<file path="src/rtl/header_skipper_pkg.sv">
package header_skipper_pkg;

  typedef enum logic [2:0] {
    ST_SKIP  = 3'd0,
    ST_LEN   = 3'd1,
    ST_SCAN  = 3'd2,
    ST_DRAIN = 3'd3,
    ST_PASS  = 3'd4
  } skipState_e;

  // strobes from control to datapath
  typedef struct packed {
    logic restart;    // reload prefix count, clear field and run counts
    logic loadField;  // load skip count from the length byte
    logic skipDec;
    logic runInc;
    logic runClr;
    logic capture;    // sync run complete: latch offset, arm held bytes
    logic pendDec;
    logic posStep;
    logic posClr;
  } dpCtrl_t;

  // status from datapath to control
  typedef struct packed {
    logic skipOne;
    logic fieldsDone;
    logic runAtEnd;
    logic pendOne;
    logic lastPend;
  } dpStat_t;

endpackage

</file>
<file path="src/rtl/hs_datapath.sv">
module hs_datapath
  import header_skipper_pkg::*;
#(
  parameter int PREFIX_LEN  = 15,
  parameter int NUM_FIELDS  = 4,
  parameter int FIELD_EXTRA = 3,
  parameter int SYNC_LEN    = 4,
  parameter int OFF_W       = 24
) (
  input  logic             clk,
  input  logic             rst,
  input  logic [7:0]       inData,
  input  logic             inLast,
  input  dpCtrl_t          ctrl,
  output dpStat_t          stat,
  output logic [OFF_W-1:0] startOffset
);

  localparam int LEN_MAX  = 255 + FIELD_EXTRA - 1;
  localparam int SKIP_MAX = (PREFIX_LEN > LEN_MAX) ? PREFIX_LEN : LEN_MAX;
  localparam int SKIP_W   = $clog2(SKIP_MAX + 1);
  localparam int FLD_W    = $clog2(NUM_FIELDS + 1);
  localparam int RUN_W    = $clog2(SYNC_LEN);
  localparam int PEND_W   = $clog2(SYNC_LEN + 1);

  logic [SKIP_W-1:0] skipCnt;
  logic [FLD_W-1:0]  fieldCnt;
  logic [RUN_W-1:0]  runCnt;
  logic [PEND_W-1:0] pendCnt;
  logic              lastPend;
  logic [OFF_W-1:0]  pos;

  // header walk: remaining bytes to drop and fields consumed
  always_ff @(posedge clk) begin
    if (rst) begin
      skipCnt  <= SKIP_W'(PREFIX_LEN);
      fieldCnt <= '0;
    end else if (ctrl.restart) begin
      skipCnt  <= SKIP_W'(PREFIX_LEN);
      fieldCnt <= '0;
    end else if (ctrl.loadField) begin
      skipCnt  <= SKIP_W'(inData) + SKIP_W'(FIELD_EXTRA - 1);
      fieldCnt <= fieldCnt + FLD_W'(1);
    end else if (ctrl.skipDec) begin
      skipCnt  <= skipCnt - SKIP_W'(1);
    end
  end

  // sync run length
  always_ff @(posedge clk) begin
    if (rst || ctrl.restart || ctrl.runClr) runCnt <= '0;
    else if (ctrl.runInc)                   runCnt <= runCnt + RUN_W'(1);
  end

  // held-back sync bytes and the offset of the run
  always_ff @(posedge clk) begin
    if (rst) begin
      pendCnt     <= '0;
      lastPend    <= 1'b0;
      startOffset <= '0;
    end else if (ctrl.capture) begin
      pendCnt     <= PEND_W'(SYNC_LEN);
      lastPend    <= inLast;
      startOffset <= pos - OFF_W'(SYNC_LEN - 1);
    end else if (ctrl.pendDec) begin
      pendCnt     <= pendCnt - PEND_W'(1);
    end
  end

  // byte index inside the current file
  always_ff @(posedge clk) begin
    if (rst || ctrl.posClr) pos <= '0;
    else if (ctrl.posStep)  pos <= pos + OFF_W'(1);
  end

  assign stat.skipOne    = (skipCnt == SKIP_W'(1));
  assign stat.fieldsDone = (fieldCnt == FLD_W'(NUM_FIELDS));
  assign stat.runAtEnd   = (runCnt == RUN_W'(SYNC_LEN - 1));
  assign stat.pendOne    = (pendCnt == PEND_W'(1));
  assign stat.lastPend   = lastPend;

  // control only counts down while more than one byte is left
  p_skip_nonzero_r2: assert property (@(posedge clk) disable iff (rst)
    ctrl.skipDec |-> (skipCnt > SKIP_W'(1)));

  // never more fields than configured
  p_field_bound_r3: assert property (@(posedge clk) disable iff (rst)
    fieldCnt <= FLD_W'(NUM_FIELDS));

  // run count never steps past the match point
  p_run_bound_r4: assert property (@(posedge clk) disable iff (rst)
    ctrl.runInc |-> (runCnt < RUN_W'(SYNC_LEN - 1)));

  // held bytes are released only while some remain
  p_pend_drain_r5: assert property (@(posedge clk) disable iff (rst)
    ctrl.pendDec |-> (pendCnt != '0));

endmodule

</file>
<file path="src/rtl/hs_control.sv">
module hs_control
  import header_skipper_pkg::*;
#(
  parameter logic [7:0] SYNC_BYTE = 8'hFF
) (
  input  logic       clk,
  input  logic       rst,
  input  logic [7:0] inData,
  input  logic       inValid,
  input  logic       inLast,
  output logic       inReady,
  output logic [7:0] outData,
  output logic       outValid,
  output logic       outLast,
  input  logic       outReady,
  output logic       offsetValid,
  output logic       noPreamble,
  input  dpStat_t    stat,
  output dpCtrl_t    ctrl
);

  skipState_e state, nxtState;
  logic       setErr;

  always_comb begin
    ctrl     = '0;
    nxtState = state;
    setErr   = 1'b0;
    inReady  = 1'b0;
    outValid = 1'b0;
    outData  = inData;
    outLast  = inLast;
    unique case (state)
      ST_SKIP: begin
        inReady = 1'b1;
        if (inValid) begin
          ctrl.posStep = 1'b1;
          if (inLast) begin
            setErr = 1'b1;
          end else if (stat.skipOne) begin
            nxtState = stat.fieldsDone ? ST_SCAN : ST_LEN;
          end else begin
            ctrl.skipDec = 1'b1;
          end
        end
      end
      ST_LEN: begin
        inReady = 1'b1;
        if (inValid) begin
          ctrl.posStep = 1'b1;
          if (inLast) begin
            setErr = 1'b1;
          end else begin
            ctrl.loadField = 1'b1;
            nxtState       = ST_SKIP;
          end
        end
      end
      ST_SCAN: begin
        inReady = 1'b1;
        if (inValid) begin
          ctrl.posStep = 1'b1;
          if (inData == SYNC_BYTE && stat.runAtEnd) begin
            ctrl.capture = 1'b1;
            ctrl.runClr  = 1'b1;
            ctrl.posClr  = inLast;
            nxtState     = ST_DRAIN;
          end else if (inLast) begin
            setErr = 1'b1;
          end else if (inData == SYNC_BYTE) begin
            ctrl.runInc = 1'b1;
          end else begin
            ctrl.runClr = 1'b1;
          end
        end
      end
      ST_DRAIN: begin
        outValid = 1'b1;
        outData  = SYNC_BYTE;
        outLast  = stat.lastPend && stat.pendOne;
        if (outReady) begin
          ctrl.pendDec = 1'b1;
          if (stat.pendOne) begin
            ctrl.restart = stat.lastPend;
            nxtState     = stat.lastPend ? ST_SKIP : ST_PASS;
          end
        end
      end
      ST_PASS: begin
        outValid = inValid;
        inReady  = outReady;
        if (inValid && outReady) begin
          ctrl.posStep = 1'b1;
          if (inLast) begin
            ctrl.posClr  = 1'b1;
            ctrl.restart = 1'b1;
            nxtState     = ST_SKIP;
          end
        end
      end
      default: nxtState = ST_SKIP;
    endcase
    if (setErr) begin
      ctrl.restart = 1'b1;
      ctrl.posClr  = 1'b1;
      ctrl.runClr  = 1'b1;
      nxtState     = ST_SKIP;
    end
  end

  always_ff @(posedge clk) begin
    if (rst) begin
      state      <= ST_SKIP;
      noPreamble <= 1'b0;
    end else begin
      state <= nxtState;
      if (setErr) noPreamble <= 1'b1;
    end
  end

  assign offsetValid = (state == ST_DRAIN) || (state == ST_PASS);

  // a stalled output byte is held
  p_hold_r8: assert property (@(posedge clk) disable iff (rst)
    (outValid && !outReady) |=> (outValid && $stable(outData) && $stable(outLast)));

  // error flag is sticky
  p_sticky_r7: assert property (@(posedge clk) disable iff (rst)
    noPreamble |=> noPreamble);

  // a file that raised the error never reached forwarding
  p_err_silent_r7: assert property (@(posedge clk) disable iff (rst)
    $rose(noPreamble) |-> !offsetValid);

endmodule

</file>
<file path="src/rtl/header_skipper.sv">
module header_skipper
  import header_skipper_pkg::*;
#(
  parameter int         PREFIX_LEN  = 15,
  parameter int         NUM_FIELDS  = 4,
  parameter int         FIELD_EXTRA = 3,
  parameter int         SYNC_LEN    = 4,
  parameter logic [7:0] SYNC_BYTE   = 8'hFF,
  parameter int         OFF_W       = 24
) (
  input  logic             clk,
  input  logic             rst,
  input  logic [7:0]       inData,
  input  logic             inValid,
  input  logic             inLast,
  output logic             inReady,
  output logic [7:0]       outData,
  output logic             outValid,
  output logic             outLast,
  input  logic             outReady,
  output logic [OFF_W-1:0] startOffset,
  output logic             offsetValid,
  output logic             noPreamble
);

  dpCtrl_t ctrl;
  dpStat_t stat;

  hs_control #(
    .SYNC_BYTE(SYNC_BYTE)
  ) u_ctrl (
    .clk(clk), .rst(rst),
    .inData(inData), .inValid(inValid), .inLast(inLast), .inReady(inReady),
    .outData(outData), .outValid(outValid), .outLast(outLast), .outReady(outReady),
    .offsetValid(offsetValid), .noPreamble(noPreamble),
    .stat(stat), .ctrl(ctrl)
  );

  hs_datapath #(
    .PREFIX_LEN(PREFIX_LEN), .NUM_FIELDS(NUM_FIELDS), .FIELD_EXTRA(FIELD_EXTRA),
    .SYNC_LEN(SYNC_LEN), .OFF_W(OFF_W)
  ) u_dp (
    .clk(clk), .rst(rst),
    .inData(inData), .inLast(inLast),
    .ctrl(ctrl), .stat(stat), .startOffset(startOffset)
  );

endmodule

</file>
<file path="config.mk">
export PLATFORM = sky130hd
export DESIGN_NAME = header_skipper
export DESIGN_NICKNAME = d
export VERILOG_FILES = /design/src/rtl/header_skipper_pkg.sv /design/src/rtl/hs_datapath.sv /design/src/rtl/hs_control.sv /design/src/rtl/header_skipper.sv
export SDC_FILE = /design/constraint.sdc
export NUM_CORES = 1
export LEC_CHECK = 0
export BUFFER_PORTS_ARGS = -buffer_cell sky130_fd_sc_hd__buf_4
export CAP_MARGIN = 20
export CORE_MARGIN = 5
export CORE_UTILIZATION = 32
export DETAILED_ROUTE_END_ITERATION = 8
export GPL_TIMING_DRIVEN = 0
export PLACE_DENSITY = 0.49
export SYNTH_ARGS = -nofsm -noshare
export SYNTH_HDL_FRONTEND = slang
export SYNTH_HIERARCHICAL = 1
export SYNTH_SLANG_ARGS = --single-unit
</file>
<file path="constraint.sdc">
create_clock -name clk -period 5 [get_ports clk]
set_clock_uncertainty 0.15 [all_clocks]
set_input_delay 1 -clock clk [delete_from_list [all_inputs] [get_ports clk]]
set_output_delay 1 -clock clk [all_outputs]
set_load 0.005 [all_outputs]
</file>
==> results of run 1 <==
-- power groups by stage --
stage	clock, mW	sequential (mW)	combinational (mW)
2_1_floorplan	0	0.574	0.0361
5_1_grt	0.642	0.563	0.0756
3_5_place_dp	0	0.575	0.0677
3_3_place_gp	0	0.575	0.0670
6_report	0.598	0.563	0.0678
4_1_cts	0.618	0.563	0.0681
-- registers in the layout (all words and copies together) (netlist names) --
| name | flops |
|---|---|
| u_ctrl/noPreamble | 1 |
| u_ctrl/state | 3 |
| u_dp/fieldCnt | 3 |
| u_dp/lastPend | 1 |
| u_dp/pendCnt | 3 |
| u_dp/pos | 24 |
| u_dp/runCnt | 2 |
| u_dp/skipCnt | 9 |
| u_dp/startOffset | 24 |
-- cells in the mapped netlist (9+ instances only) --
cell type,count,area [um2]
a211oi_1,11,82.58
a21oi_1,16,80.08
a311oi_1,14,122.6
clkbuf_1,26,97.59
dfxtp_1,70,1401
ha_1,9,112.6
inv_1,18,67.56
mux2i_1,9,90.09
nand2_1,34,127.6
nand2b_1,10,62.56
nand3_1,18,90.09
nand4_1,9,56.30
nor2_1,64,240.2
nor3_1,13,65.06
o21ai_0,15,75.07
o31ai_1,12,90.09
or3_1,10,62.56
or4_1,12,90.09
xnor2_1,18,157.7
xor2_1,13,113.9
-- logic make-up after synthesis --
logic type      after synthesis
fa+ha+maj                     9
buf+inv                      57
xor+xnor                     31
flops                        70
simple gates                212
mux                           9
compound gates               96
-- routing by layer --
layer / track usage, % / part of all wire, % / up-vias
li1: - / - / 1876
met3: 3.497 / 5.0 / 13
met2: 26.36 / 48 / 96
met4: 4.178 / 1.1 / 0
met5: 0 / 0 / -
met1: 19.08 / 46 / 1725
-- stage by stage --
step	area [um2]	hold WS (ns)	cells	worst slack (ns)	power (mW)
final	4808	0.3394	717	1.773	1.229
after global routing	4808	0.3596	717	1.655	1.280
after CTS	4803	0.3426	716	1.478	1.249
after detailed placement	4527	0.3324	701	1.163	0.6428
after global placement	4527	0.3167	701	1.183	0.6420
after floorplan	3949	0.3101	484	1.682	0.6105
-- worst min-delay path by stage --
stage | startpoint | to | cells past startpoint
after floorplan | u_dp/pos[23] | u_dp/pos[23] | 2
after global placement | u_ctrl/noPreamble | u_ctrl/noPreamble | 1
after detailed placement | u_dp/startOffset[3] | u_dp/startOffset[3] | 2
after CTS | u_dp/startOffset[3] | u_dp/startOffset[3] | 2
after global routing | u_dp/startOffset[16] | u_dp/startOffset[16] | 2
final | u_dp/startOffset[3] | u_dp/startOffset[3] | 2
-- critical path: stages --
cell	delay [ns]
buf_4	0.09
buf_2	0.20
nor2b_1	0.54
and4_1	0.36
nand3_1	0.35
or4_1	0.60
a21oi_1	0.18
-- area by class of cell --
| cell class | instances | share of cell area (%) |
|---|---|---|
| multi-input cells | 357 | 48.04 |
| flip-flops and latches | 70 | 29.14 |
| repair buffers | 50 | 7.754 |
| clock buffers | 12 | 5.334 |
| well taps | 168 | 4.372 |
| plain buffers | 39 | 3.539 |
| inverters | 18 | 1.405 |
| clock inverters | 3 | 0.4163 |
==> impl_results.md, run 1 <==
* Cells after synthesis at 484
* Largest net degree at the start of global routing at 12
* WS Path Type: input pin to register
* Post-synthesis register bit count at 70
* CTS tree: yes
* Antenna fix cells at 0
* Switching portion of total power at 22.90%
* Final Critical Period at 3.227 ns
* Root buffer cell: clkbuf_16
* Logic pwr share at 5.5%
* Post-CTS setup buffers at 0
* Initial DRC Count at 251
* NetSw at 0.2814 mW
* Overall global routing resource usage at 15.29%
* Io pins at 50
* Storage cell area at 1401 um2
* Final wirelength at 10680 um
* Initial Util at 32.74%
* Area grow syn2layout at 21.77%
* Share of cells above drive strength 1 at 15.66%
* Library cells used by synthesis at 63
* Residual DRC at 0
* Register share of total power at 45.8%
* Flop2flop setup slack at 1.94 ns
* Vias/cell at 5.174
* Die area at 14660 um2
* Clock tree sinks at 70
* Commonest cells after routing, fill and taps aside: dfxtp_1, nor2_1, buf_4
* Die Y at 121.1 um
* Ys Warns at 6
* Worst-Margin Slew at 0.6213 ns
* Util after Layout at 39.87%
* Fin. max-slew vios at 0
* Int Power at 0.9475 mW
* Fillers at 1232
* Post-synthesis compound-gate area fraction at 17.68%
* Vias in the first global route at 3653
* R2R Path End: u_dp/pos[23]
* Routed WL per cell at 14.89 um
* Synth Flop Type: dfxtp_1
* Setup violators final at 0
* Most common cell after layout, fill and taps aside: dfxtp_1
* Max_slew headroom at 58.58%
* Register area share after synthesis at 35.49%
* CTS Buf Count at 9
* Arrival time at the worst endpoint at 3.33 ns
* Clock transition at the registers of the reported paths at 0.06 ns
* Synth Area in Simple Gates at 28.80%
* Synth Area in XOR/XNOR at 6.876%
* Initial antenna violation count at 0
* Max-Cap Viols at 0
* Post-detail-place hpwl at 7936 um
* CP Capture Type: register
* Die X at 121.1 um
* PortBufs at 49
* Global route total overflow at 0
* Pre-antenna DRT Iters at 4
* Post-synthesis mux area share at 2.281%
* Maximum vdd drop at 0.1666 mV
* Critical path fanouts, max at 10
* Hold buffer count at cts at 0
* Fin crit share at 64.54%
* Post-synth ARST share at 0%
* Multi-input logic area at 2310 um2
* Leakage at 1.846 nW
* Post-synthesis net count at 506
* Clk network pwr share at 48.7%
* RSZ-0062 raised after global routing: no
* Largest family of logic cells by synthesized area: simple AND/OR/NAND/NOR gates
* Reg2Reg Depth at 8
* Crit path to: u_dp/pos[23]
* Adder-Cell Fraction of Synth Area at 2.852%
* Post_cts resized at 0
* EDFF count, synth at 0
* Worst min-delay path class: register to register
* Clock latency on the worst-skew pair at 0.33 ns
* Routed vias at 3710
* Post-Syn Area per Cell at 8.159 um2
* F_max at 309.9 MHz
* Fin. Hold Viols at 0
* Required time worst endpoint at 5.11 ns
* Sum Neg Setup Slack at 0 ns
* Pwr Density at 255.6 nW/um2
* CORE AREA at 12060 um2
* Clock Tree Buf Depth at 2
* Gp weighted congestion at 0.8013
* Rows at 40
* Global-route wire length before repair at 18310 um
* Final ANT Viol Nets at 0
* Netlist Area Pre-Place at 3949 um2
* Worst setup SP type: input pin
* Worst setup path startpoint: inValid
* Reg-to-reg startpoint: u_ctrl/state[1]
* NumNets Final at 567
* Status: finished, final reports clean
* H-tree levels at 3
Power figures use the tool's default switching activity.
==> run 2, diff against run 1 <==
--- a/config.mk
+++ b/config.mk
@@ -11,7 +11,7 @@
 export CORE_UTILIZATION = 32
 export DETAILED_ROUTE_END_ITERATION = 8
 export GPL_TIMING_DRIVEN = 0
-export PLACE_DENSITY = 0.49
+export PLACE_DENSITY = 0.51
 export SYNTH_ARGS = -nofsm -noshare
 export SYNTH_HDL_FRONTEND = slang
 export SYNTH_HIERARCHICAL = 1
==> constraint.sdc (replaced) <==
create_clock -name clk -period 2.7 [get_ports clk]
set_clock_uncertainty 0.15 [all_clocks]
set_input_delay 0.54 -clock clk [delete_from_list [all_inputs] [get_ports clk]]
set_output_delay 0.54 -clock clk [all_outputs]
set_load 0.005 [all_outputs]
==> run 2 against run 1 <==
The run now ends with setup timing left. Core utilization grew 1.1 points. Routed wire length rose by 2.7%. Global-route usage grew 0.11 points. Critical path type is now register to register.
==> impl_results.md, run 2 (synthesized netlist as in run 1, its figures left out) <==
* Rows at 40 (unchanged)
* Most common cell after layout, fill and taps aside: dfxtp_1 (unchanged)
* Clock tree sinks at 70 (unchanged)
* Initial Util at 32.74% (unchanged)
* Worst-Margin Slew at 0.6196 ns (was 0.6213 ns)
* Root buffer cell: clkbuf_16 (unchanged)
* Die Y at 121.1 um (unchanged)
* Setup ws final at -0.03989 ns (was 1.773 ns)
* Design Power at 2.367 mW (was 1.229 mW)
* Clock transition at the registers of the reported paths at 0.06 ns (about the same)
* Status: finished with violations (was finished, final reports clean)
* Worst min-delay path class: input pin to register (was register to register)
* Critical-path cell list: or4_4 > nor3_4 > and3b_2 > o21ai_2 > a221o_1 > or4b_1 > a311oi_1 (was buf_4 > buf_2 > nor2b_1 > and4_1 > nand3_1 > or4_1 > a21oi_1)
* Fillers at 1261 (was 1232)
* Max stage delay on crit path at 0.54 ns (was 0.60 ns)
* CORE AREA at 12060 um2 (unchanged)
* Largest net degree at the start of global routing at 13 (was 12)
* Hold path cells at 3 (was 2)
* PortBufs at 49 (unchanged)
* NumNets Final at 572 (was 567)
* Critical path fanouts, max at 4 (was 10)
* CP Capture Type: register (unchanged)
* Initial DRC Count at 216 (was 251)
* Global-route wire length before repair at 18110 um (was 18310 um)
* RSZ-0062 raised after global routing: yes (was no)
* Arrival time at the worst endpoint at 2.83 ns (was 3.33 ns)
* CTS Buf Count at 9 (unchanged)
* Gp weighted congestion at 0.8138 (was 0.8013)
* Sum Neg Setup Slack at -0.03989 ns (was 0 ns)
* Multi-input logic area at 2360 um2 (was 2310 um2)
* Max-Cap Viols at 0 (unchanged)
* Leakage at 1.908 nW (was 1.846 nW)
* Vias in the first global route at 3549 (was 3653)
* Area grow syn2layout at 25.03% (was 21.77%)
* Residual DRC at 0 (unchanged)
* Share of cells above drive strength 1 at 19.28% (was 15.66%)
* Maximum vdd drop at 0.2233 mV (was 0.1666 mV)
* Worst Min Path Start: inData[0] (was u_dp/startOffset[3])
* R2R Path End: u_ctrl/state[1] (was u_dp/pos[23])
* Pwr Density at 479.5 nW/um2 (was 255.6 nW/um2)
* F_max at 365.0 MHz
* Placed insts at 701 (unchanged)
* Storage cell area at 1409 um2 (was 1401 um2)
* Non-filler instance count after layout at 723 (was 717)
* Util after Layout at 40.93% (was 39.87%)
* Fin crit share at 101.5%
* Largest regs: u_dp/pos (24), u_dp/startOffset (24), u_dp/skipCnt (9) (unchanged)
* Clock latency on the worst-skew pair at 0.34 ns (was 0.33 ns)
* Failing checks: setup timing
* Pre-antenna DRT Iters at 5 (was 4)
* Post-detail-place hpwl at 8002 um (was 7936 um)
* Area after DPL at 4558 um2 (was 4527 um2)
* Routed WL per cell at 15.16 um (was 14.89 um)
* Final ANT Viol Nets at 0 (unchanged)
* Global route total overflow at 0 (unchanged)
* Final wirelength at 10960 um (was 10680 um)
* H-tree levels at 3 (unchanged)
* Hold endpoint: u_dp/skipCnt[0] (was u_dp/startOffset[3])
* Die X at 121.1 um (unchanged)
* Setup violators final at 1 (was 0)
* Slowest cell on crit path: or4_4 (was or4_1)
* Flop2flop setup slack at -0.04 ns (was 1.94 ns)
* Required time worst endpoint at 2.79 ns (was 5.11 ns)
* Overall global routing resource usage at 15.40% (was 15.29%)
* Fin. max-slew vios at 0 (unchanged)
* Fin. Hold Viols at 0 (unchanged)
* Routed vias at 3746 (was 3710)
* Die area at 14660 um2 (unchanged)
* Antenna fix cells at 0 (unchanged)
* Worst hold slack at 0.2925 ns (was 0.3394 ns)
* Final Cell Area at 4937 um2 (was 4808 um2)
* Max_slew headroom at 58.69% (was 58.58%)
* Clock Tree Buf Depth at 2 (unchanged)
* Reg2Reg Depth at 7 (was 8)
* Initial antenna violation count at 0 (unchanged)
* Worst setup SP type: register (was input pin)
* Reg-to-reg startpoint: u_dp/skipCnt[3] (was u_ctrl/state[1])
* CTS tree: yes (unchanged)
* Io pins at 50 (unchanged)
* Worst slack at placement at -0.2956 ns (was 1.163 ns)
* WS Path Type: register to register (was input pin to register)
* Vias/cell at 5.181 (was 5.174)
* Commonest cells after routing, fill and taps aside: dfxtp_1, nor2_1, buf_4 (unchanged)
* Final Critical Period at 2.740 ns
==> run 2: final cells by class <==
class	count	share of cell area (%)
Clock inverter	6	1.242
Clock buffer	10	4.840
Tap cell	168	4.257
Timing Repair Buffer	56	8.515
Inverter	18	1.368
Multi-Input combinational cell	357	47.80
Sequential cell	70	28.54
Buffer	38	3.447
==> run 2: worst max-delay path by stage <==
| stage | from | to | slack [ns] | depth (start not counted) |
|---|---|---|---|---|
| floorplan | u_dp/skipCnt[2] | u_ctrl/state[1] | 0.0008 | 8 |
| global placement | inValid | u_dp/pos[16] | -0.27 | 7 |
| detailed placement | inValid | u_dp/pos[16] | -0.30 | 7 |
| CTS | u_dp/skipCnt[2] | u_ctrl/state[1] | -0.08 | 8 |
| global route | u_dp/skipCnt[3] | u_ctrl/state[1] | -0.09 | 7 |
| finish | u_dp/skipCnt[3] | u_ctrl/state[1] | -0.04 | 7 |
==> run 2: where the power goes <==
part / leakage [nW] / internal (mW) / switching, mW
Clock: 0.148 / 0.736 / 0.460
Combinational: 1.20 / 0.0551 / 0.0750
Sequential: 0.564 / 1.04 / 0.00483
Total: 1.91 / 1.83 / 0.540
==> run 2: worst max-delay path, delay by kind of cell (launching register included) <==
kind | cells | cell delay, ns
AND/OR/NAND/NOR | 4 | 1.47
AO/OA/AOI/OAI | 3 | 0.68
flip-flops | 1 | 0.35
==> run 2: routing by layer <==
metal / up-vias / share of wire (%) / track usage (%)
met5: - / 0 / 0
met4: 0 / 1.5 / 5.807
li1: 1889 / - / -
met2: 80 / 48 / 25.36
met3: 17 / 4.0 / 3.497
met1: 1760 / 46 / 19.57
==> run 2: what timing repair did <==
| item | CTS | global route |
|---|---|---|
| setup buffers | 4 | 3 |
| hold buffers | 0 | 0 |
| hold endpoints to repair | 0 | 0 |
| resized for setup | 8 | 8 |
| pin swaps | 4 | 5 |
| setup endpoints to repair | 15 | 26 |
==> run 3, diff against run 2 <==
--- a/config.mk
+++ b/config.mk
@@ -7,6 +7,7 @@
 export LEC_CHECK = 0
 export BUFFER_PORTS_ARGS = -buffer_cell sky130_fd_sc_hd__buf_4
 export CAP_MARGIN = 20
+export CORE_ASPECT_RATIO = 0.6
 export CORE_MARGIN = 5
 export CORE_UTILIZATION = 32
 export DETAILED_ROUTE_END_ITERATION = 8
==> constraint.sdc (replaced) <==
create_clock -name clk -period 2.7 [get_ports clk]
set_clock_uncertainty 0.15 [all_clocks]
set_input_delay 0.27 -clock clk [delete_from_list [all_inputs] [get_ports clk]]
set_output_delay 0.27 -clock clk [all_outputs]
set_load 0.005 [all_outputs]
==> run 3 against run 2 <==
The run still ends with setup timing left. Final cell count decreased by 0.41%. Clock-buffer cell count rose by 3. Fmax barely moved. Clock power shrank 7%. Critical path depth is the same. Die area is 0.50% higher. Combinational power rose by 3%. Worst hold slack lost 0.26 ns.
==> impl_results.md, run 3 (synthesized netlist as in run 1, its figures left out) <==
* Failing checks: setup timing (unchanged)
* CTS tree: yes (unchanged)
* Clock Tree Buf Depth at 2 (unchanged)
* Commonest cells after routing, fill and taps aside: dfxtp_1, nor2_1, buf_4 (unchanged)
* Largest net degree at the start of global routing at 11 (was 13)
* Gp weighted congestion at 0.8055 (was 0.8138)
* Die Y at 96.05 um (was 121.1 um)
* Reg-to-reg startpoint: u_dp/skipCnt[3] (unchanged)
* Status: finished with violations (unchanged)
* Reg2Reg Depth at 7 (unchanged)
* Worst Min Path Start: inData[0] (unchanged)
* H-tree levels at 3 (unchanged)
* Global-route wire length before repair at 18460 um (was 18110 um)
* Max-Cap Viols at 0 (unchanged)
* Root buffer cell: clkbuf_16 (unchanged)
* F_max at 364.9 MHz (was 365.0 MHz)
* Clock tree sinks at 70 (unchanged)
* Die area at 14730 um2 (was 14660 um2)
* Antenna fix cells at 0 (unchanged)
* Initial antenna violation count at 0 (unchanged)
* Initial Util at 32.74% (about the same)
* Routed vias at 3782 (was 3746)
* Rows at 31 (was 40)
* NumNets Final at 574 (was 572)
* Worst hold slack at 0.03748 ns (was 0.2925 ns)
* Fin. max-slew vios at 0 (unchanged)
* Initial DRC Count at 235 (was 216)
* Crit path buf inv count at 0 (unchanged)
* PortBufs at 49 (unchanged)
* Io pins at 50 (unchanged)
* CTS Buf Count at 9 (unchanged)
* Worst setup SP type: register (unchanged)
* Worst slack at placement at -0.2308 ns (was -0.2956 ns)
* Required time worst endpoint at 2.80 ns (was 2.79 ns)
* Global route total overflow at 0 (unchanged)
* Setup violators final at 1 (unchanged)
* CP top delay family: simple AND/OR/NAND/NOR gates (unchanged)
* Routed WL per cell at 16.74 um (was 15.16 um)
* Critical-path cell list: or4_4 > nor3_4 > and3b_2 > o21ai_2 > a221o_1 > or4b_4 > a311oi_2 (was or4_4 > nor3_4 > and3b_2 > o21ai_2 > a221o_1 > or4b_1 > a311oi_1)
* Fillers at 1233 (was 1261)
* Die X at 153.4 um (was 121.1 um)
* Share of cells above drive strength 1 at 19.10% (was 19.28%)
* Final wirelength at 12050 um (was 10960 um)
* Slowest cell on crit path: or4_4 (unchanged)
* Hold buffer count at cts at 0 (unchanged)
* Clock latency on the worst-skew pair at 0.33 ns (was 0.34 ns)
* Arrival time at the worst endpoint at 2.84 ns (was 2.83 ns)
* Storage cell area at 1406 um2 (was 1409 um2)
* Multi-input logic area at 2372 um2 (was 2360 um2)
* CORE AREA at 12060 um2 (about the same)
* Post-detail-place hpwl at 9000 um (was 8002 um)
* Vias/cell at 5.253 (was 5.181)
* Vias in the first global route at 3374 (was 3549)
* Sum Neg Setup Slack at -0.04056 ns (was -0.03989 ns)
* Placed insts at 698 (was 701)
* Most common cell after layout, fill and taps aside: dfxtp_1 (unchanged)
* Largest regs: u_dp/pos (24), u_dp/startOffset (24), u_dp/skipCnt (9) (unchanged)
* Worst-Margin Slew at 0.7436 ns (was 0.6196 ns)
* Maximum vdd drop at 0.2759 mV (was 0.2233 mV)
* Leakage at 1.905 nW (was 1.908 nW)
* CP Capture Type: register (unchanged)
* Pre-antenna DRT Iters at 5 (unchanged)
* Hold path cells at 3 (unchanged)
* Fin. Hold Viols at 0 (unchanged)
* Max stage delay on crit path at 0.56 ns (was 0.54 ns)
* Residual DRC at 0 (unchanged)
* Worst min-delay path class: input pin to register (unchanged)
* Area grow syn2layout at 24.87% (was 25.03%)
* Hold endpoint: u_dp/skipCnt[0] (unchanged)
* Final ANT Viol Nets at 0 (unchanged)
* Setup ws final at -0.04056 ns (was -0.03989 ns)
* WS Path Type: register to register (unchanged)
* Critical path fanouts, max at 3 (was 4)
* RSZ-0062 raised after global routing: yes (unchanged)
* Clock transition at the registers of the reported paths at 0.05 ns (was 0.06 ns)
* Overall global routing resource usage at 16.01% (was 15.40%)
* Non-filler instance count after layout at 720 (was 723)
* R2R Path End: u_ctrl/state[1] (unchanged)
* Flop2flop setup slack at -0.04 ns (about the same)
* Fin crit share at 101.5% (about the same)
* Max_slew headroom at 50.43% (was 58.69%)
* Pwr Density at 465.0 nW/um2 (was 479.5 nW/um2)
* Final Critical Period at 2.741 ns (was 2.740 ns)
## run 3: metal layers
metal  up-vias  GRT usage, %  part of all wire (%)
met5         -             0                     0
met4         0         4.409                  0.93
met3        11         4.133                   6.9
met2       115         21.08                    38
met1      1760         25.00                    54
li1       1896             -                     -
## run 3: where the power goes
group / internal, mW / leakage [nW] / total [mW] / switching (mW)
combinational: 0.0552 / 1.20 / 0.134 / 0.0785
sequential: 1.04 / 0.564 / 1.04 / 0.00452
clock: 0.685 / 0.138 / 1.12 / 0.432
## run 3: worst min-delay path, cell delays in order
cell	delay, ns
buf_4	0.09
mux2i_1	0.06
nand2_1	0.06
## run 3: worst max path at each step
stage	startpoint	end	slack, ns	cells after the start
after floorplan	u_dp/skipCnt[2]	u_ctrl/state[1]	0.0008	8
after global placement	u_dp/skipCnt[2]	u_ctrl/state[1]	-0.25	8
after detailed placement	u_ctrl/state[1]	u_dp/pos[22]	-0.23	8
after CTS	u_dp/skipCnt[5]	u_ctrl/state[1]	-0.07	8
after global routing	u_dp/skipCnt[3]	u_ctrl/state[1]	-0.12	7
final	u_dp/skipCnt[3]	u_ctrl/state[1]	-0.04	7
## run 3: final cells by class
cell class              instances  share of cell area (%)
multi-input cells             357                   48.11
flip-flops and latches         70                   28.52
repair buffers                 58                   8.830
clock buffers                  13                   5.481
well taps                     165                   4.187
plain buffers                  38                   3.400
inverters                      18                   1.370
clock inverters                 1                  0.1015
## run 3: stage by stage
| stage | power [mW] | utilization (%) | area (um2) |
|---|---|---|---|
| finish | 2.293 | 40.88 | 4931 |
| global route | 2.372 | 40.88 | 4931 |
| CTS | 2.310 | 40.46 | 4881 |
| detailed placement | 1.192 | 37.76 | 4554 |
| global placement | 1.192 | 37.76 | 4554 |
| floorplan | 1.131 | - | 3980 |
## run 3: repair_timing
item	CTS	global route
gates resized for setup	7	8
setup buffers	4	5
pin swaps	5	6
endpoints found under the hold margin	0	0
endpoints found under the setup margin	16	14
